==> src/rtl/burst_seq_pkg.sv <==
package burst_seq_pkg;

    typedef enum logic [0:0] {
        ST_IDLE   = 1'b0,
        ST_ACTIVE = 1'b1
    } burst_state_e;

    typedef enum logic [0:0] {
        ORD_LINEAR     = 1'b0,
        ORD_INTERLEAVE = 1'b1
    } burst_order_e;

endpackage

==> src/rtl/burst_seq_fsm.sv <==
module burst_seq_fsm
    import burst_seq_pkg::*;
#(
    parameter int OFS_W = 2
) (
    input  logic             clk,
    input  logic             rst_n,
    input  logic             load,
    input  logic             advance,
    output burst_state_e     state,
    output logic [OFS_W-1:0] beat
);

    localparam logic [OFS_W-1:0] BEAT_ONE  = OFS_W'(1);
    localparam logic [OFS_W-1:0] BEAT_ZERO = '0;

    burst_state_e     state_q, state_d;
    logic [OFS_W-1:0] beat_q,  beat_d;

    // State register
    always_ff @(posedge clk) begin
        if (!rst_n) begin
            state_q <= ST_IDLE;
        end else begin
            state_q <= state_d;
        end
    end

    // Next state: LOAD, STEP, HOLD, WAIT
    always_comb begin
        state_d = state_q;
        unique case (state_q)
            ST_IDLE: begin
                if (load) begin
                    state_d = ST_ACTIVE;       // LOAD
                end else begin
                    state_d = ST_IDLE;         // WAIT
                end
            end
            ST_ACTIVE: begin
                state_d = ST_ACTIVE;           // LOAD, STEP or HOLD
            end
            default: state_d = ST_IDLE;
        endcase
    end

    // Beat counter (output process)
    always_comb begin
        beat_d = beat_q;
        unique case (state_q)
            ST_IDLE: begin
                beat_d = BEAT_ZERO;
            end
            ST_ACTIVE: begin
                if (load) begin
                    beat_d = BEAT_ZERO;
                end else if (advance) begin
                    beat_d = beat_q + BEAT_ONE;
                end else begin
                    beat_d = beat_q;
                end
            end
            default: beat_d = BEAT_ZERO;
        endcase
        if (load) begin
            beat_d = BEAT_ZERO;
        end
    end

    always_ff @(posedge clk) begin
        if (!rst_n) begin
            beat_q <= BEAT_ZERO;
        end else begin
            beat_q <= beat_d;
        end
    end

    assign state = state_q;
    assign beat  = beat_q;

    // each advance moves the counter up by one, wrapping
    p_step_one_r9: assert property (@(posedge clk) disable iff (!rst_n)
        (state_q == ST_ACTIVE && !load && advance) |=> (beat_q == $past(beat_q) + BEAT_ONE));

    // the counter stays at zero while idle
    p_idle_zero_r8: assert property (@(posedge clk) disable iff (!rst_n)
        (state_q == ST_IDLE) |-> (beat_q == BEAT_ZERO));

    // a strobe restarts at beat zero
    p_reload_zero_r6: assert property (@(posedge clk) disable iff (!rst_n)
        load |=> (beat_q == BEAT_ZERO && state_q == ST_ACTIVE));

endmodule

==> src/rtl/burst_addr_reg.sv <==
module burst_addr_reg
    import burst_seq_pkg::*;
#(
    parameter int ADDR_W = 18,
    parameter int OFS_W  = 2
) (
    input  logic                    clk,
    input  logic                    rst_n,
    input  logic                    load,
    input  logic                    order_sel,
    input  logic [ADDR_W-1:0]       addr_in,
    output logic [ADDR_W-OFS_W-1:0] upper,
    output logic [OFS_W-1:0]        start,
    output burst_order_e            order
);

    localparam int UPPER_W = ADDR_W - OFS_W;

    logic [UPPER_W-1:0] upper_q;
    logic [OFS_W-1:0]   start_q;
    burst_order_e       order_q;

    always_ff @(posedge clk) begin
        if (!rst_n) begin
            upper_q <= '0;
            start_q <= '0;
            order_q <= ORD_LINEAR;
        end else if (load) begin
            upper_q <= addr_in[ADDR_W-1:OFS_W];
            start_q <= addr_in[OFS_W-1:0];
            order_q <= burst_order_e'(order_sel);
        end
    end

    assign upper = upper_q;
    assign start = start_q;
    assign order = order_q;

    // the captured order only changes on a load
    p_order_kept_r10: assert property (@(posedge clk) disable iff (!rst_n)
        !load |=> $stable(order_q));

endmodule

==> src/rtl/burst_ofs_map.sv <==
module burst_ofs_map
    import burst_seq_pkg::*;
#(
    parameter int OFS_W = 2
) (
    input  logic [OFS_W-1:0] start,
    input  logic [OFS_W-1:0] beat,
    input  burst_order_e     order,
    output logic [OFS_W-1:0] ofs
);

    logic [OFS_W-1:0] ofs_xor;
    logic [OFS_W-1:0] ofs_lin;

    // Interleaved order: one XOR per offset bit
    for (genvar i = 0; i < OFS_W; i++) begin : g_xor_bit
        assign ofs_xor[i] = start[i] ^ beat[i];
    end

    // Linear order: modular add inside the offset width
    assign ofs_lin = start + beat;

    always_comb begin
        unique case (order)
            ORD_INTERLEAVE: ofs = ofs_xor;
            ORD_LINEAR:     ofs = ofs_lin;
            default:        ofs = ofs_lin;
        endcase
    end

endmodule

==> src/rtl/burst_seq_gen.sv <==
module burst_seq_gen
    import burst_seq_pkg::*;
#(
    parameter int ADDR_W = 18,
    parameter int OFS_W  = 2
) (
    input  logic              clk,
    input  logic              rst_n,
    input  logic              strobe_cpu,
    input  logic              strobe_ctl,
    input  logic              advance,
    input  logic              order_sel,
    input  logic [ADDR_W-1:0] addr_in,
    output logic [ADDR_W-1:0] burst_addr,
    output logic [OFS_W-1:0]  burst_ofs
);

    localparam int UPPER_W = ADDR_W - OFS_W;

    logic               load;
    burst_state_e       state;
    logic [OFS_W-1:0]   beat;
    logic [UPPER_W-1:0] upper;
    logic [OFS_W-1:0]   start;
    burst_order_e       order;
    logic [OFS_W-1:0]   ofs;

    assign load = strobe_cpu | strobe_ctl;

    burst_seq_fsm #(.OFS_W(OFS_W)) u_fsm (
        .clk     (clk),
        .rst_n   (rst_n),
        .load    (load),
        .advance (advance),
        .state   (state),
        .beat    (beat)
    );

    burst_addr_reg #(.ADDR_W(ADDR_W), .OFS_W(OFS_W)) u_areg (
        .clk       (clk),
        .rst_n     (rst_n),
        .load      (load),
        .order_sel (order_sel),
        .addr_in   (addr_in),
        .upper     (upper),
        .start     (start),
        .order     (order)
    );

    burst_ofs_map #(.OFS_W(OFS_W)) u_map (
        .start (start),
        .beat  (beat),
        .order (order),
        .ofs   (ofs)
    );

    assign burst_ofs  = ofs;
    assign burst_addr = {upper, ofs};

    // a strobe from either source loads the start offset
    p_load_start_r2: assert property (@(posedge clk) disable iff (!rst_n)
        (strobe_cpu || strobe_ctl) |=> (burst_ofs == $past(addr_in[OFS_W-1:0])));

    // upper bits come from the address captured at load
    p_upper_load_r7: assert property (@(posedge clk) disable iff (!rst_n)
        (strobe_cpu || strobe_ctl) |=> (burst_addr[ADDR_W-1:OFS_W] == $past(addr_in[ADDR_W-1:OFS_W])));

    // advancing never touches the upper bits
    p_upper_kept_r7: assert property (@(posedge clk) disable iff (!rst_n)
        !(strobe_cpu || strobe_ctl) |=> $stable(burst_addr[ADDR_W-1:OFS_W]));

    // hold cycles leave the outputs alone
    p_hold_r5: assert property (@(posedge clk) disable iff (!rst_n)
        (state == ST_ACTIVE && !strobe_cpu && !strobe_ctl && !advance) |=> ($stable(burst_ofs) && $stable(burst_addr)));

    // idle with no strobe keeps the outputs at zero
    p_idle_quiet_r8: assert property (@(posedge clk) disable iff (!rst_n)
        (state == ST_IDLE && !strobe_cpu && !strobe_ctl) |=> (burst_addr == '0));

endmodule

==> config.mk <==
export PLATFORM = sky130hd
export DESIGN_NAME = burst_seq_gen
export DESIGN_NICKNAME = d
export VERILOG_FILES = /design/src/rtl/burst_seq_pkg.sv /design/src/rtl/burst_seq_fsm.sv /design/src/rtl/burst_addr_reg.sv /design/src/rtl/burst_ofs_map.sv /design/src/rtl/burst_seq_gen.sv
export SDC_FILE = /design/constraint.sdc
export NUM_CORES = 1
export LEC_CHECK = 0
export BUFFER_PORTS_ARGS = -buffer_cell sky130_fd_sc_hd__buf_2
export CAP_MARGIN = 20
export CELL_PAD_IN_SITES_DETAIL_PLACEMENT = 0
export CELL_PAD_IN_SITES_GLOBAL_PLACEMENT = 2
export CORE_ASPECT_RATIO = 0.9
export CORE_MARGIN = 2
export CORE_UTILIZATION = 28
export CTS_CLUSTER_DIAMETER = 30
export DETAILED_ROUTE_END_ITERATION = 10
export GPL_ROUTABILITY_DRIVEN = 0
export PLACE_DENSITY_LB_ADDON = 0.1
export SLEW_MARGIN = 20
export SYNTH_ARGS = -nofsm -noshare
export SYNTH_HDL_FRONTEND = slang
export SYNTH_SLANG_ARGS = --single-unit
==> constraint.sdc <==
create_clock -name clk -period 2.3 [get_ports clk]
set_clock_uncertainty 0.1 [all_clocks]
set_input_delay 0 -clock clk [delete_from_list [all_inputs] [get_ports clk]]
set_output_delay 0 -clock clk [all_outputs]
set_load 0.005 [all_outputs]
======== Word level (Yosys, flattened, before mapping) ========
Index checks and enable logic that the tools add are counted.
storage, ports and cells
  output and inout port bits .............. 20
  logic and storage cells ................. 20
  input bits .............................. 24
  register bits after elaboration ......... 22
cells by class
  multiplexer cells ....................... 5
  bitwise logic cells ..................... 6
  add/subtract/negate cells ............... 2
  reductions and logical operators ........ 1
  eq/ne operators ......................... 1
operators with widths
  kind                 count
  $pmux 2 s2           2
  $not 1->1            3
  $add 2x1->2 const B  1
  $add 2x2->2          1
  $mux 2               1
  $ne 2x2->1 const B   1
  $pmux 1 s2           1
  $reduce_or 2->1      1
  $xor 1x1->1          2
  $mux 1               1
  $or 1x1->1           1

======== Logic depth before layout (Yosys ltp) ========
  depth after elaboration ................. 3
  mapped depth ............................ 4
  mapped depth without buffers ............ 3

======== Modules after synthesis ========
Synthesis repeated with hierarchy kept, for this count alone.
unflattened totals
  cells, all modules ...................... 77
  area total of the unflattened synthesis .. 895.9 sq um
by module, submodules not included
  module          cells each  sequential area each (sq um)  times used  area each (sq um)
  burst_addr_reg  60          380.4                         1           724.4
  burst_seq_fsm   10          60.1                          1           113.9
  burst_ofs_map   4           0.0                           1           36.3
  burst_seq_gen   3           0.0                           1           21.3

======== Least setup slack after synthesis ========
No wires, ideal clock.
  path type ............................... reg-to-output
  start ................................... register u_fsm.beat_q[0], in the netlist u_fsm.beat[0]
  end ..................................... output port burst_ofs[1]
  cell stages (with the launch flop) ...... 5
  arrival time ............................ 0.972 ns
  buffers on the path ..................... 1
  required time ........................... 2.200 ns
  slack ................................... 1.228 ns
  path through ............................ dfxtp_1 -> ha_1 -> nor2b_1 -> xnor2_1 -> buf_4
on the way
  word-level cells in the longest chain between the ends .. 2
ends and longest elaborated chain
  what                    RTL line             RTL
  start, declared         burst_seq_fsm.sv:18  logic [OFS_W-1:0] beat_q, beat_d;
  start signal, assigned  burst_seq_fsm.sv:74  beat_q <= beat_d;
  $add 2x2->2             burst_ofs_map.sv:21  assign ofs_lin = start + beat;
  $pmux 2 s2              burst_ofs_map.sv:24  unique case (order)
  end, declared           burst_seq_gen.sv:15  output logic [OFS_W-1:0] burst_ofs
Every way passes these cells.

======== Worst setup path after layout ========
  start ................................... register u_fsm.beat_q[0], in the netlist u_fsm.beat[0]
  end ..................................... output port burst_addr[1]
on the way
  word-level cells in the longest chain between the ends .. 2
ends and longest elaborated chain
  what           RTL line             RTL
  $add 2x2->2    burst_ofs_map.sv:21
  $pmux 2 s2     burst_ofs_map.sv:24
  end, declared  burst_seq_gen.sv:14  output logic [ADDR_W-1:0] burst_addr,
Every way passes these cells.

==> impl_metrics.ini <==
[yosys]
synth_simple_gate_area_share_pct = 19.1
ys_ff_latch = 22
ys_types = 19
synth_top_family_by_area = compound AO/OA/AOI/OAI gates
synth-seq-area-share_pct = 44.2
yosys.area_share.adder_pct = 1.26
muxShareOfSynthArea_pct = 0
synth_area_sq_um = 996
synth_compound_area_share_pct = 26.6
avgSynthCellArea_sq_um = 9.67
postSynthCellCount = 103
syn_nets = 128
synth_warnings = 0
synthXorXnorAreaFrac_pct = 2.64

[final_layout]
final_common_cell = buf_2
stdcell_count = 200
nNetsFinal = 183
regArea_sq_um = 440
syn_to_final_growth_pct = 45.2
diodes = 0
fill_cells = 362
fin_area_sq_um = 1450
layout_common_cells = 43 x buf_2, 22 x dfxtp_1, 20 x dlygate4sd3_1
final_core_util_pct = 42.5
multi_input_area_sq_um = 494
layout-drive-gt1-share_pct = 30.1

[outcome]
status = completed

[place]
placed_area_sq_um = 1200
hpwl_microns = 1370
port_buffers = 43
dp.cells = 177

[pwr]
power.internal_uw = 595
clock_power_share_pct = 29.9
combPwrFrac_pct = 16.7
power_switching_uw = 177
p_seq_share_pct = 53.4
switching_share_pct = 22.9
peakVddDrop_mv = 0.360
power.density_nw_per_um2 = 534
p_leak_uw = 0.000607

[timing]
fin_tns_setup_ps = 0
drv_slew = 0
grt_setup_unrepaired = false
min_period_ps = 1320
finalHoldViolations = 0
maxSlewHeadroom_pct = 61.3
fmax_mhz = 757
min_period_over_period_pct = 57.4
setup_viol = 0
max_slew.worst_pin.slew_ps = 580

[worst_setup_path]
worstSetupPathType = reg -> out
cp_num_buf_inv = 1
cp_data_arrival_time_ps = 1220
r2r-start = u_areg.order$_SDFFE_PN0P_
critical_path.endpoint_type = primary output
critPathTopFamily = flip-flops
reg2reg_depth = 2
worst_path_max_delay_cell = dfxtp_1
cp_max_fo = 4
r2r_end = u_areg.order$_SDFFE_PN0P_
cp_cell_sequence = ha_1, nor2b_1, xnor2_1, buf_2
start_kind = flip-flop
worst-endpoint-required_ps = 2200
r2r_slack_ps = 1210
critPathMaxStageDelay_ps = 390

[grt]
grt_max_degree = 42
grt_antenna_before_repair = 0
grt-ovfl-total = 0
grt_pass1_vias = 832
grt_pass1_wl_microns = 3700
grt_usage_pct = 12.1

[route]
drt_pass1_iterations = 4
drtIter0Drc = 35
wl_per_cell_microns = 11.5
avgViaCountPerCell = 4.62
postRouteAntennaNets = 0
wirelength_microns = 2290
via_count = 923
drc = 0

[clock_tree]
cts_tree = built
root_buffer = clkbuf_8
cts_buffers = 3
clock_sinks = 22
cts_resized = 0
clkTransAtPathRegs_ps = 70
cts_buffer_depth = 2
clk_latency_ps = 250
htreeDepth = 1

[die]
die_x_microns = 66.9
core_sq_um = 3400
io_pins = 44
die_area_sq_um = 4050
row_count = 20
fp.dieH_microns = 60.6
initial_utilization_pct = 29.3

[hold_path]
hold_class = in -> reg
holdPathStages = 2
hold_end = u_fsm.state$_SDFF_PN0_
min_from = rst_n

[flow_run]
maxCapViolCount = 0
[cell families after synthesis]
logic type               count (synthesis)
AND/OR/NAND/NOR                         23
flip-flops                              22
buffers and inverters                   13
adder cells (fa/ha/maj)                  1
AO/OA/AOI/OAI                           41
XOR/XNOR                                 3
[state kept, by name (all words and copies together), names as in the netlist]
| register | cells |
|---|---|
| u_areg.start | 2 |
| u_fsm.beat | 2 |
| u_areg.upper | 16 |
| u_fsm.state | 1 |
| u_areg.order | 1 |
[cell usage after synthesis]
cell	count	area share, %
a2111oi_0	1	0.88
dfxtp_1	22	44
o31a_1	1	0.88
nor2b_1	1	0.63
or3b_1	18	16
xnor2_1	3	2.6
buf_4	2	1.5
o21ai_0	19	9.5
nand2_1	1	0.38
nand3b_1	1	0.75
or3b_2	1	0.88
a21boi_0	1	0.75
nor4_1	1	0.63
clkbuf_2	2	1.0
a21bo_1	1	1.0
buf_2	2	1.0
a21boi_1	18	14
clkbuf_1	7	2.6
ha_1	1	1.3
[power by group through the flow]
stage | Sequential [uW] | Clock, uW | Combinational [uW]
floorplan | 422 | 0 | 58.8
global placement | 421 | 0 | 103
detailed placement | 421 | 0 | 105
CTS | 412 | 245 | 132
global route | 415 | 264 | 145
finish | 412 | 230 | 129
[area by class of cell]
type                       count  share of cell area (%)
tap                           44                    3.81
multi-input combinational     68                    34.2
sequential                    22                    30.4
clock buffer                   3                    2.85
timing repair buffer          63                    28.7
[timing repair]
item / 4_1_cts / 5_1_grt
endpoints found under the hold margin: 21 / 0
hold buffers: 20 / 0
setup buffers: 0 / 0
[stage by stage]
step	hold slack, ps	setup WS [ps]	total power (uW)
CTS	49.4	959	789
floorplan	49.6	1230	481
detailed placement	169	1150	526
global placement	164	1190	524
finish	46.7	979	772
global route	55.1	890	824
[worst max path at each step]
stage	startpoint	end	slack [ps]	depth (start not counted)
finish	u_fsm.beat[0]$_SDFFE_PP0P_	burst_addr[1]	980	4
global route	u_fsm.beat[0]$_SDFFE_PP0P_	burst_ofs[1]	890	4
CTS	u_fsm.beat[0]$_SDFFE_PP0P_	burst_addr[1]	960	4
detailed placement	strobe_ctl	u_areg.order$_SDFFE_PN0P_	1150	3
global placement	strobe_ctl	u_areg.order$_SDFFE_PN0P_	1190	3
floorplan	u_fsm.beat[0]$_SDFFE_PP0P_	burst_ofs[1]	1230	4
[metal layers]
metal / vias up / global-route usage, % / share of wire, %
met5: - / 0 / 0
met4: 0 / 2.62 / 0.65
met3: 2 / 4.82 / 6.5
met2: 28 / 22.3 / 47
met1: 411 / 13.2 / 46
li1: 482 / - / -
No activity file was read; power rests on OpenSTA's default activity.
